File: config.mk
export PLATFORM = sky130hd
export DESIGN_NAME = ring_stop
export DESIGN_NICKNAME = d
export VERILOG_FILES = /design/src/rtl/ring_pkg.sv /design/src/rtl/ring_addr_match.sv /design/src/rtl/ring_slot_reg.sv /design/src/rtl/ring_mem_arb.sv /design/src/rtl/ring_stop.sv
export SDC_FILE = /design/constraint.sdc
export NUM_CORES = 1
export LEC_CHECK = 0
export BUFFER_PORTS_ARGS = -buffer_cell sky130_fd_sc_hd__buf_2
export CAP_MARGIN = 20
export CELL_PAD_IN_SITES_DETAIL_PLACEMENT = 1
export CELL_PAD_IN_SITES_GLOBAL_PLACEMENT = 1
export CORE_MARGIN = 5
export CORE_UTILIZATION = 29
export DETAILED_ROUTE_END_ITERATION = 10
export PLACE_DENSITY_LB_ADDON = 0.2
export SLEW_MARGIN = 20
export SYNTH_ARGS = -nofsm -noshare
export SYNTH_HDL_FRONTEND = slang
export SYNTH_SLANG_ARGS = --single-unit
File: constraint.sdc
create_clock -name clk_i -period 2.45 [get_ports clk_i]
set_input_delay 0.6125 -clock clk_i [delete_from_list [all_inputs] [get_ports clk_i]]
set_output_delay 0.6125 -clock clk_i [all_outputs]
set_load 0.01 [all_outputs]
File: src/rtl/ring_pkg.sv
package ring_pkg;
  typedef enum logic [1:0] {
    MEM_IDLE = 2'd0,
    MEM_RING = 2'd1,
    MEM_CPU  = 2'd2
  } mem_src_e;
endpackage

File: src/rtl/ring_addr_match.sv
module ring_addr_match #(
  parameter int unsigned ADDR_W    = 16,
  parameter int unsigned SIZE_LOG2 = 8,
  parameter logic [ADDR_W-1:0] BASE_ADDR = '0
) (
  input  logic [ADDR_W-1:0] addr_i,
  output logic              hit_o
);
  localparam int unsigned TAG_W = ADDR_W - SIZE_LOG2;

  generate
    if (TAG_W == 0) begin : g_whole_space
      assign hit_o = 1'b1;
    end else begin : g_tag_cmp
      localparam logic [TAG_W-1:0] BASE_TAG = BASE_ADDR[ADDR_W-1:SIZE_LOG2];
      assign hit_o = (addr_i[ADDR_W-1:SIZE_LOG2] == BASE_TAG);
    end
  endgenerate
endmodule

File: src/rtl/ring_slot_reg.sv
module ring_slot_reg #(
  parameter int unsigned ADDR_W = 16,
  parameter int unsigned DATA_W = 32
) (
  input  logic              clk_i,
  input  logic              rst_ni,
  input  logic              fwd_vld_i,
  input  logic [ADDR_W-1:0] fwd_addr_i,
  input  logic [DATA_W-1:0] fwd_data_i,
  input  logic              inj_vld_i,
  input  logic [ADDR_W-1:0] inj_addr_i,
  input  logic [DATA_W-1:0] inj_data_i,
  output logic              inj_rdy_o,
  output logic              q_vld_o,
  output logic [ADDR_W-1:0] q_addr_o,
  output logic [DATA_W-1:0] q_data_o
);
  logic              d_vld;
  logic [ADDR_W-1:0] d_addr;
  logic [DATA_W-1:0] d_data;

  // transit traffic owns the slot
  assign inj_rdy_o = ~fwd_vld_i;

  always_comb begin
    d_vld  = fwd_vld_i | inj_vld_i;
    d_addr = fwd_vld_i ? fwd_addr_i : inj_addr_i;
    d_data = fwd_vld_i ? fwd_data_i : inj_data_i;
  end

  always_ff @(posedge clk_i or negedge rst_ni) begin
    if (!rst_ni) begin
      q_vld_o  <= 1'b0;
      q_addr_o <= '0;
      q_data_o <= '0;
    end else begin
      q_vld_o <= d_vld;
      if (d_vld) begin
        q_addr_o <= d_addr;
        q_data_o <= d_data;
      end
    end
  end

  AST_FWD_TAKES_SLOT: assert property (@(posedge clk_i) disable iff (!rst_ni)
    fwd_vld_i |=> (q_vld_o && q_addr_o == $past(fwd_addr_i) && q_data_o == $past(fwd_data_i)));
  AST_EMPTY_SLOT: assert property (@(posedge clk_i) disable iff (!rst_ni)
    (!fwd_vld_i && !inj_vld_i) |=> !q_vld_o);
endmodule

File: src/rtl/ring_mem_arb.sv
module ring_mem_arb
  import ring_pkg::*;
#(
  parameter int unsigned OFS_W  = 8,
  parameter int unsigned DATA_W = 32
) (
  input  logic              clk_i,
  input  logic              rst_ni,
  input  logic              ring_wr_i,
  input  logic [OFS_W-1:0]  ring_ofs_i,
  input  logic [DATA_W-1:0] ring_data_i,
  input  logic              cpu_req_i,
  input  logic              cpu_we_i,
  input  logic [OFS_W-1:0]  cpu_ofs_i,
  input  logic [DATA_W-1:0] cpu_wdata_i,
  output logic              cpu_gnt_o,
  output logic              mem_en_o,
  output logic              mem_we_o,
  output logic [OFS_W-1:0]  mem_addr_o,
  output logic [DATA_W-1:0] mem_wdata_o
);
  mem_src_e src;

  always_comb begin
    if (ring_wr_i)      src = MEM_RING;
    else if (cpu_req_i) src = MEM_CPU;
    else                src = MEM_IDLE;
  end

  always_comb begin
    cpu_gnt_o   = 1'b0;
    mem_en_o    = 1'b0;
    mem_we_o    = 1'b0;
    mem_addr_o  = '0;
    mem_wdata_o = '0;
    unique case (src)
      MEM_RING: begin
        mem_en_o    = 1'b1;
        mem_we_o    = 1'b1;
        mem_addr_o  = ring_ofs_i;
        mem_wdata_o = ring_data_i;
      end
      MEM_CPU: begin
        cpu_gnt_o   = 1'b1;
        mem_en_o    = 1'b1;
        mem_we_o    = cpu_we_i;
        mem_addr_o  = cpu_ofs_i;
        mem_wdata_o = cpu_wdata_i;
      end
      default: ;
    endcase
  end

  AST_RING_BEATS_CPU: assert property (@(posedge clk_i) disable iff (!rst_ni)
    ring_wr_i |-> (!cpu_gnt_o && mem_we_o && mem_addr_o == ring_ofs_i));
  AST_IDLE_PORT: assert property (@(posedge clk_i) disable iff (!rst_ni)
    (!ring_wr_i && !cpu_req_i) |-> !mem_en_o);
endmodule

File: src/rtl/ring_stop.sv
module ring_stop #(
  parameter int unsigned ADDR_W    = 16,
  parameter int unsigned DATA_W    = 32,
  parameter int unsigned SIZE_LOG2 = 8,
  parameter logic [ADDR_W-1:0] BASE_ADDR = 16'h0400
) (
  input  logic                 clk_i,
  input  logic                 rst_ni,
  input  logic                 ring_in_vld_i,
  input  logic [ADDR_W-1:0]    ring_in_addr_i,
  input  logic [DATA_W-1:0]    ring_in_data_i,
  output logic                 ring_out_vld_o,
  output logic [ADDR_W-1:0]    ring_out_addr_o,
  output logic [DATA_W-1:0]    ring_out_data_o,
  input  logic                 inj_vld_i,
  input  logic [ADDR_W-1:0]    inj_addr_i,
  input  logic [DATA_W-1:0]    inj_data_i,
  output logic                 inj_rdy_o,
  input  logic                 cpu_req_i,
  input  logic                 cpu_we_i,
  input  logic [SIZE_LOG2-1:0] cpu_addr_i,
  input  logic [DATA_W-1:0]    cpu_wdata_i,
  output logic                 cpu_gnt_o,
  output logic                 mem_en_o,
  output logic                 mem_we_o,
  output logic [SIZE_LOG2-1:0] mem_addr_o,
  output logic [DATA_W-1:0]    mem_wdata_o
);
  localparam int unsigned OFS_W = SIZE_LOG2;

  logic addr_hit;
  logic deliver;
  logic fwd_vld;

  ring_addr_match #(
    .ADDR_W   (ADDR_W),
    .SIZE_LOG2(SIZE_LOG2),
    .BASE_ADDR(BASE_ADDR)
  ) u_match (
    .addr_i(ring_in_addr_i),
    .hit_o (addr_hit)
  );

  assign deliver = ring_in_vld_i &  addr_hit;
  assign fwd_vld = ring_in_vld_i & ~addr_hit;

  ring_slot_reg #(
    .ADDR_W(ADDR_W),
    .DATA_W(DATA_W)
  ) u_slot (
    .clk_i     (clk_i),
    .rst_ni    (rst_ni),
    .fwd_vld_i (fwd_vld),
    .fwd_addr_i(ring_in_addr_i),
    .fwd_data_i(ring_in_data_i),
    .inj_vld_i (inj_vld_i),
    .inj_addr_i(inj_addr_i),
    .inj_data_i(inj_data_i),
    .inj_rdy_o (inj_rdy_o),
    .q_vld_o   (ring_out_vld_o),
    .q_addr_o  (ring_out_addr_o),
    .q_data_o  (ring_out_data_o)
  );

  ring_mem_arb #(
    .OFS_W (OFS_W),
    .DATA_W(DATA_W)
  ) u_arb (
    .clk_i      (clk_i),
    .rst_ni     (rst_ni),
    .ring_wr_i  (deliver),
    .ring_ofs_i (ring_in_addr_i[OFS_W-1:0]),
    .ring_data_i(ring_in_data_i),
    .cpu_req_i  (cpu_req_i),
    .cpu_we_i   (cpu_we_i),
    .cpu_ofs_i  (cpu_addr_i),
    .cpu_wdata_i(cpu_wdata_i),
    .cpu_gnt_o  (cpu_gnt_o),
    .mem_en_o   (mem_en_o),
    .mem_we_o   (mem_we_o),
    .mem_addr_o (mem_addr_o),
    .mem_wdata_o(mem_wdata_o)
  );

  AST_HIT_LEAVES_RING: assert property (@(posedge clk_i) disable iff (!rst_ni)
    (ring_in_vld_i && addr_hit && !inj_vld_i) |=> !ring_out_vld_o);
  AST_HIT_TO_MEM: assert property (@(posedge clk_i) disable iff (!rst_ni)
    (ring_in_vld_i && addr_hit) |-> (mem_en_o && mem_wdata_o == ring_in_data_i));
  AST_INJ_STALL: assert property (@(posedge clk_i) disable iff (!rst_ni)
    (ring_in_vld_i && !addr_hit) |-> !inj_rdy_o);
  AST_INJ_TAKEN: assert property (@(posedge clk_i) disable iff (!rst_ni)
    (inj_vld_i && inj_rdy_o) |=> (ring_out_vld_o && ring_out_addr_o == $past(inj_addr_i)
                                  && ring_out_data_o == $past(inj_data_i)));
endmodule

Word level (Yosys, flattened, before mapping):

Index checks and enable logic that the tools add are counted.

* output and inout bits: 93
* memory bits (read-only): 0
* bits in writable memories: 0
* input bits: 142
* bits in latches: 0
* memories: 0
* register bits after elaboration: 49

* $add $sub $neg: 0
* divide/modulo/power cells: 0
* reductions and logical operators: 1
* bitwise gates (word level): 5
* multipliers: 0
* equal/unequal tests: 3
* muxes and demuxes: 9
* shift-type cells: 0
* magnitude comparators: 0

Operator list (number)
* $pmux 32 s2: 1
* $mux 32: 1
* $mux 16: 1
* $pmux 8 s2: 1
* $eq 8x3->1 const B: 1
* $mux 2: 2
* $and 1x1->1: 2
* $eq 2x1->1 const B: 1
* $eq 2x2->1 const B: 1
* $mux 1: 2
* $not 1->1: 2
* $pmux 1 s2: 1
* $reduce_or 2->1: 1
* $or 1x1->1: 1

Depth between registers and ports, before layout:

Gate-level depths: netlist of run 1.

* depth in word-level cells: 6
* gate-level depth with buffers: 5

Modules after synthesis:

Synthesis of run 1 repeated with hierarchy kept, for this count alone.

* cell total of the unflattened synthesis: 270
* area total of the unflattened synthesis: 2770.2 um^2

By module, submodules not included
* ring_slot_reg: times used 1, seq. area each 1226.2 um^2, cells each 212, area each 2268.4 um^2
* ring_mem_arb: times used 1, seq. area each 0.0 um^2, cells each 53, area each 465.4 um^2
* ring_addr_match: times used 1, seq. area each 0.0 um^2, cells each 3, area each 20.0 um^2
* ring_stop: times used 1, seq. area each 0.0 um^2, cells each 2, area each 16.3 um^2

Least setup slack after synthesis of run 1:

No wires, ideal clock.

* kind: in2out
* start point: input ring_in_addr_i[11]
* end point: output mem_addr_o[0]
* slack: 0.243 ns
* arrival time: 1.594 ns
* stages on the path: 5
* required time: 1.837 ns
* cell sequence: nor4b_2 nand3_1 buf_6 buf_12 mux2i_1

* cells in the longest elaborated chain, start to end: 5
* elaborated cells between the ends (all ways): 6

Ends and longest elaborated chain
* start, declared: line ring_stop.sv:10 `input logic [ADDR_W-1:0] ring_in_addr_i,`
* $eq 8x3->1 *: line ring_addr_match.sv:16 `assign hit_o = (addr_i[ADDR_W-1:SIZE_LOG2] == BASE_TAG);`
* $and 1x1->1 *: line ring_stop.sv:44 `assign deliver = ring_in_vld_i & addr_hit;`
* $mux 2 *: line ring_mem_arb.sv:25 `if (ring_wr_i) src = MEM_RING;`
* $eq 2x2->1 / $eq 2x1->1 (equally long branches): line ring_mem_arb.sv:36 `unique case (src)`
* $pmux 8 s2 *: line ring_mem_arb.sv:36
* end, declared: line ring_stop.sv:26 `output logic [SIZE_LOG2-1:0] mem_addr_o,`

Every way passes the cells marked *; elsewhere a longest branch is shown, timed or not.

Worst setup path after layout of run 1:

* start point: input ring_in_addr_i[15]
* end point: output mem_wdata_o[31]

* cells in the longest elaborated chain, start to end: 5
* elaborated cells between the ends (all ways): 6

Ends and longest elaborated chain
* $eq 8x3->1 *: line ring_addr_match.sv:16
* $and 1x1->1 *: line ring_stop.sv:44
* $mux 2 *: line ring_mem_arb.sv:25
* $eq 2x2->1 / $eq 2x1->1 (equally long branches): line ring_mem_arb.sv:36
* $pmux 32 s2 *: line ring_mem_arb.sv:36
* end, declared: line ring_stop.sv:27 `output logic [DATA_W-1:0] mem_wdata_o`

Marks and branches as above.

==> impl_metrics.tcl, run 1 <==
set metrics [dict create \
    worst_slew_pin_slew_ns 0.6191 \
    antenna_found_initial 0 \
    crit_type "in2out" \
    cts_setup_buffers 0 \
    powerDensity_nw_per_um2 440.7 \
    finalCritPeriodShare_pct 97.51 \
    worstPathCellList "buf_6 -> nor4_4 -> nand3_2 -> buf_12 -> mux2i_1 -> buf_2" \
    ys_ff_latch 49 \
    port_buffers 234 \
    routedWlPerCell_um 16.16 \
    start_util_pct 29.34 \
    path_clk_slew_ns 0.09 \
    clkLatencyLatePin_ns 0.29 \
    cp-start-kind "input pin" \
    syn_inst 304 \
    critPathMaxStageDelay_ns 0.32 \
    status "finished, final reports clean" \
    place_inst 666 \
    p_int_w 0.001403 \
    die_h_um 114.3 \
    hold_class "in2async" \
    utilization_pct 42.57 \
    ant_nets 0 \
    synth.cell_area_um2 3153 \
    crit_path_max_fanout 23 \
    hold_viol 0 \
    syn_to_final_growth_pct 45.08 \
    finalPower_w 0.002016 \
    wirelength_um 10880 \
    drc 0 \
    dp_hpwl_um 8730 \
    drv_slew 0 \
    setup_viol_count_final 0 \
    ys_seq_area_share_pct 38.89 \
    finClkSkew_ns 0 \
    cts_sinks 49 \
    min_period_ns 2.389 \
    hold_buffers 0 \
    fp.dieW_um 114.3 \
    nets 675 \
    yosysWarnings 0 \
    grt_pass1_wl_um 17110 \
    power_frac_comb_pct 29.7 \
    syn_area_per_cell_um2 10.37 \
    die_area_um2 13060 \
    clockBufferDepth 2 \
    htree_levels 2 \
    cp.arrival_ns 1.78 \
    r2r_cells 2 \
    antenna_cells 0 \
    pin_count 235 \
    p_sw_share_pct 30.40 \
    drt_first_pass_iters 4 \
    endpoint_kind "output port" \
    grt_pass1_vias 3404 \
    gp_congestion 0.7525 \
    slew_headroom_pct 58.73 \
    grt_overflow 0 \
    synth_nets 446 \
    tns_ns 0 \
    tritoncts "done" \
    cts-root-buf "clkbuf_8" \
    fin_cells 673 \
    max_cap_viol_count 0 \
    grt_usage_pct 16.34 \
    drt_iter0_drc 87 \
    power_switching_w 0.0006129 \
    p_seq_share_pct 46.2 \
    core_area_um2 10750 \
    vias 3040 \
    leakagePower_nw 2.954 \
    synth_cell_types 21 \
    rsz0062_at_grt "true" \
    timing.rr.end "u_slot.q_data_o[13]$_DFFE_PN0P_" \
    ir_drop_v 0.0002318 \
    rows 38 \
    reg2reg_slack_ns 1.68 \
    timing.fmax_mhz 418.6 \
    timing.rr.start "u_slot.q_data_o[13]$_DFFE_PN0P_" \
    grt_max_degree 50 \
    clkPwrFrac_pct 24.1 \
    cts_made_buffers 5 \
    slowest_stage "nor4_4" \
    avgViaCountPerCell 4.517 \
    final_layout_size_suffix_gt1_share_pct 47.65 \
    required_ns 1.84 \
]
[layout make-up]
type	instances	area (µm²)
tap	140	175.2
sequential	49	1226
timing repair buffer	243	1333
inverter	41	156.4
fill	1342	6171
clock buffer	7	86.33
multi-input combinational	193	1598
[power by group through the flow]
stage | Clock [W] | Sequential (W) | Combinational (W)
5_1_grt | 0.000539 | 0.000942 | 0.000666
3_3_place_gp | 0 | 0.000940 | 0.000594
3_5_place_dp | 0 | 0.000945 | 0.000610
6_report | 0.000486 | 0.000931 | 0.000599
2_1_floorplan | 0 | 0.000985 | 0.000246
4_1_cts | 0.000512 | 0.000932 | 0.000610
[metrics by stage]
| step | hold WS, ns | instance area, µm² | setup WS (ns) |
|---|---|---|---|
| after floorplan | 0.3169 | 3153 | 0.2431 |
| after global placement | 0.5408 | 4461 | 0.06115 |
| after detailed placement | 0.5562 | 4461 | -0.0004535 |
| after CTS | 0.3396 | 4547 | 0.0004396 |
| after global routing | 0.3580 | 4574 | 0.007016 |
| final | 0.3229 | 4574 | 0.06106 |
[cell usage after synthesis]
library cell	instances	area share (%)
nand3_1	1	0.16
and2_1	1	0.20
nor4_4	1	0.67
nand2_1	49	5.8
buf_6	5	1.8
nand2b_1	1	0.20
inv_4	1	0.20
nor4b_2	1	0.48
nor2b_1	1	0.20
dfrtp_1	49	39
o21ai_0	7	1.1
buf_12	3	1.9
inv_1	40	4.8
buf_8	1	0.48
a21boi_2	1	0.36
or2b_1	1	0.24
a21oi_1	1	0.16
clkbuf_1	6	0.71
mux2i_1	128	41
buf_2	5	0.79
buf_4	1	0.24
[placed cells by master, fill, tap and decap left out, drive strengths merged]
cell	instances
nand2b	1
mux2i	128
nor4b	1
nor4	1
clkbuf	7
dfrtp	49
or2b	1
a21oi	1
o21ai	7
nand2	49
inv	41
nor2b	1
a21boi	1
and2	1
nand3	1
buf	243
[registers in the layout (all words and copies together), names as in the netlist]
| name | count |
|---|---|
| u_slot.q_data_o | 32 |
| u_slot.q_addr_o | 16 |
| u_slot.q_vld_o | 1 |
[how the worst max path moves through the flow]
stage	from	end	slack [ns]	depth (start not counted)
3_3_place_gp	ring_in_addr_i[11]	mem_wdata_o[28]	0.06	6
2_1_floorplan	ring_in_addr_i[11]	mem_addr_o[0]	0.24	5
6_report	ring_in_addr_i[15]	mem_wdata_o[31]	0.06	6
4_1_cts	ring_in_addr_i[11]	mem_wdata_o[7]	0.0004	6
5_1_grt	ring_in_addr_i[15]	mem_wdata_o[29]	0.007	6
3_5_place_dp	ring_in_addr_i[11]	mem_wdata_o[7]	-0.0005	6
[critical path: cells and delay by family]
kind / cells / cell delay (ns)
AND/OR/NAND/NOR: 2 / 0.49
buffers and inverters: 3 / 0.46
multiplexers: 1 / 0.18
[cell families after synthesis]
| logic type | after synthesis | synth area share, % |
|---|---|---|
| AOI/OAI and AO/OA | 9 | 1.627 |
| buffers and inverters | 62 | 10.87 |
| DFF | 49 | 38.89 |
| muxes | 128 | 40.63 |
| and+or+nand+nor | 56 | 7.976 |
[repair_timing]
action / in CTS / in global routing
endpoints found under the setup margin: 1 / 42
resized for setup: 0 / 7
cloned: 0 / 0
pin swaps: 1 / 0
[per-layer routing]
metal	share of wire [%]	vias up	track usage, %
li1	-	1457	-
met1	39	1432	18.56
met2	51	139	29.35
met3	9.1	12	5.497
met4	1.6	0	4.117
met5	0	-	0
Note: power is estimated with default switching activity, not from simulation.
==> run 2: changes to the inputs <==
PLACE_DENSITY = 0.94   (was not set)
PLACE_DENSITY_LB_ADDON = not set   (was 0.2)
==> run 2 against run 1 <==
The run now ends with negative setup slack left. Core utilization rose by 0.56 points. Cell area up 1.3%. Wire length up 13%. Worst setup slack worse by 0.065 ns. Non-clock buffer count is 2 higher. Global-route usage grew 0.96 points. Via count rose by 4.1%. Flip-flop and latch count is the same. Worst hold slack worse by 0.051 ns. Clock-buffer cell count unchanged. Sequential share of layout area shrank 0.35 points. Critical path depth stayed put. Critical path type unchanged. Largest power group unchanged.
==> impl_metrics.tcl, run 2 (same netlist as run 1, synthesis figures left out) <==
set metrics [dict create \
    hold_class "in2async" \
    fillers 1332 \
    endpoint_kind "output port" \
    worstPathCellList "buf_2 -> nor4b_4 -> nand3_4 -> clkbuf_16 -> mux2i_1 -> buf_2" \
    rows 38 \
    clkLatencyLatePin_ns 0.29 \
    antenna_found_initial 0 \
    die_area_um2 13060 \
    grt_usage_pct 17.30 \
    htree_levels 2 \
    slowest_stage "nor4b_4" \
    rsz0062_at_grt "true" \
    drt_first_pass_iters 4 \
    drv_slew 0 \
    drt_iter0_drc 67 \
    antenna_cells 0 \
    worst_hold_slack_ns 0.2723 \
    setup_ws_ns -0.004139 \
    finalPower_w 0.002034 \
    dp_hpwl_um 9392 \
    crit_family "buffers and inverters" \
    final_cell_mix "231 x buf_2, 124 x mux2i_1, 49 x nand2_1, 49 x dfrtp_1, 40 x inv_1" \
    regMostFlops "u_slot.q_data_o" \
    leakagePower_nw 2.954 \
    tns_ns -0.009334 \
    placed_cell_area_um2 4420 \
    clockBufferDepth 2 \
    fp.dieW_um 114.3 \
    tritoncts "done" \
    cp.arrival_ns 1.84 \
    nets 677 \
    crit_type "in2out" \
    min_period_ns 2.454 \
    grt_overflow 0 \
    layout_commonest_cell "buf_2" \
    routedWlPerCell_um 18.23 \
    critPathBufInv 3 \
    worst_slew_pin_slew_ns 0.5007 \
    syn_to_final_growth_pct 46.98 \
    cts-root-buf "clkbuf_8" \
    utilization_pct 43.13 \
    crit_path_max_fanout 21 \
    hold_viol 0 \
    start_util_pct 29.34 \
    violations "negative setup slack" \
    port_buffers 234 \
    status "complete, but fails checks" \
    die_h_um 114.3 \
    finClkSkew_ns 0 \
    pin_count 235 \
    crit_top_cell "buf_2" \
    wirelength_um 12310 \
    slew_headroom_pct 66.62 \
    setup_viol_count_final 3 \
    core_area_um2 10750 \
    ant_nets 0 \
    avgViaCountPerCell 4.689 \
    timing.fmax_mhz 407.5 \
    grt_max_degree 50 \
    top_regs "u_slot.q_data_o: 32 flops, u_slot.q_addr_o: 16 flops, u_slot.q_vld_o: 1 flops" \
    cts_made_buffers 5 \
    cts_sinks 49 \
    gp_congestion 0.8515 \
    ir_drop_v 0.0001949 \
    path_clk_slew_ns 0.09 \
    drc 0 \
    fin_area_um2 4634 \
    largest_reg_flops 32 \
    required_ns 1.84 \
    grt_pass1_wl_um 18080 \
    cp-start-kind "input pin" \
    max_cap_viol_count 0 \
    finalCritPeriodShare_pct 100.2 \
    vias 3165 \
    grt_pass1_vias 3649 \
    powerDensity_nw_per_um2 438.9 \
    critPathMaxStageDelay_ns 0.33 \
    final_layout_size_suffix_gt1_share_pct 48.60 \
]
run 2: cell types whose count changed in the layout (fill, tap and decap cells not counted), sizes merged:
cell	before	now
clkbuf	7	9
run 2: final cells by class:
cell class	instances	area [µm²]	area share, %
flip-flops and latches	49	1226	26.46
repair buffers	245	1361	29.37
inverters	41	156.4	3.375
well taps	140	175.2	3.780
clock buffers	7	86.33	1.863
multi-input cells	193	1629	35.15
run 2: stage by stage:
step,instances,setup slack [ns]
floorplan,304,0.2431
global placement,664,0.08256
detailed placement,664,-0.02927
CTS,671,0.01080
global route,675,-0.08245
finish,675,-0.004139
run 2: report_power, final:
group | total, W | leakage, nW | internal (W) | switching [W]
combinational | 0.000614 | 2.34 | 0.000291 | 0.000323
clock | 0.000489 | 0.0443 | 0.000225 | 0.000264
sequential | 0.000931 | 0.572 | 0.000889 | 0.0000426
run 2: final timing paths:
check                                                 from                         endpoint  slack [ns]  cells after the start
hold / removal                                      rst_ni  u_slot.q_addr_o[14]$_DFFE_PN0P_        0.27                      1
min in group clk_i                      ring_in_addr_i[14]  u_slot.q_addr_o[14]$_DFFE_PN0P_        0.53                      3
setup / recovery                        ring_in_addr_i[11]                  mem_wdata_o[18]      -0.004                      6
setup reg to reg            u_slot.q_addr_o[7]$_DFFE_PN0P_   u_slot.q_addr_o[7]$_DFFE_PN0P_        1.68                      2
hold reg to reg            u_slot.q_data_o[19]$_DFFE_PN0P_  u_slot.q_data_o[19]$_DFFE_PN0P_        0.57                      2
max in group asynchronous                           rst_ni   u_slot.q_data_o[4]$_DFFE_PN0P_        1.42                      2
run 2: what timing repair did:
item,4_1_cts,5_1_grt
setup endpoints to repair,16,40
gates cloned,0,2
endpoints found under the hold margin,0,0
hold buffers,0,0
pin swaps,0,1
gates resized for setup,3,11
buffers inserted,0,2
run 2: layer usage:
| layer | vias up | track usage (%) | share of wire (%) |
|---|---|---|---|
| li1 | 1468 | - | - |
| met1 | 1566 | 17.82 | 36 |
| met2 | 119 | 35.68 | 57 |
| met3 | 12 | 3.171 | 5.7 |
| met4 | 0 | 3.405 | 1.2 |
| met5 | - | 0 | 0 |
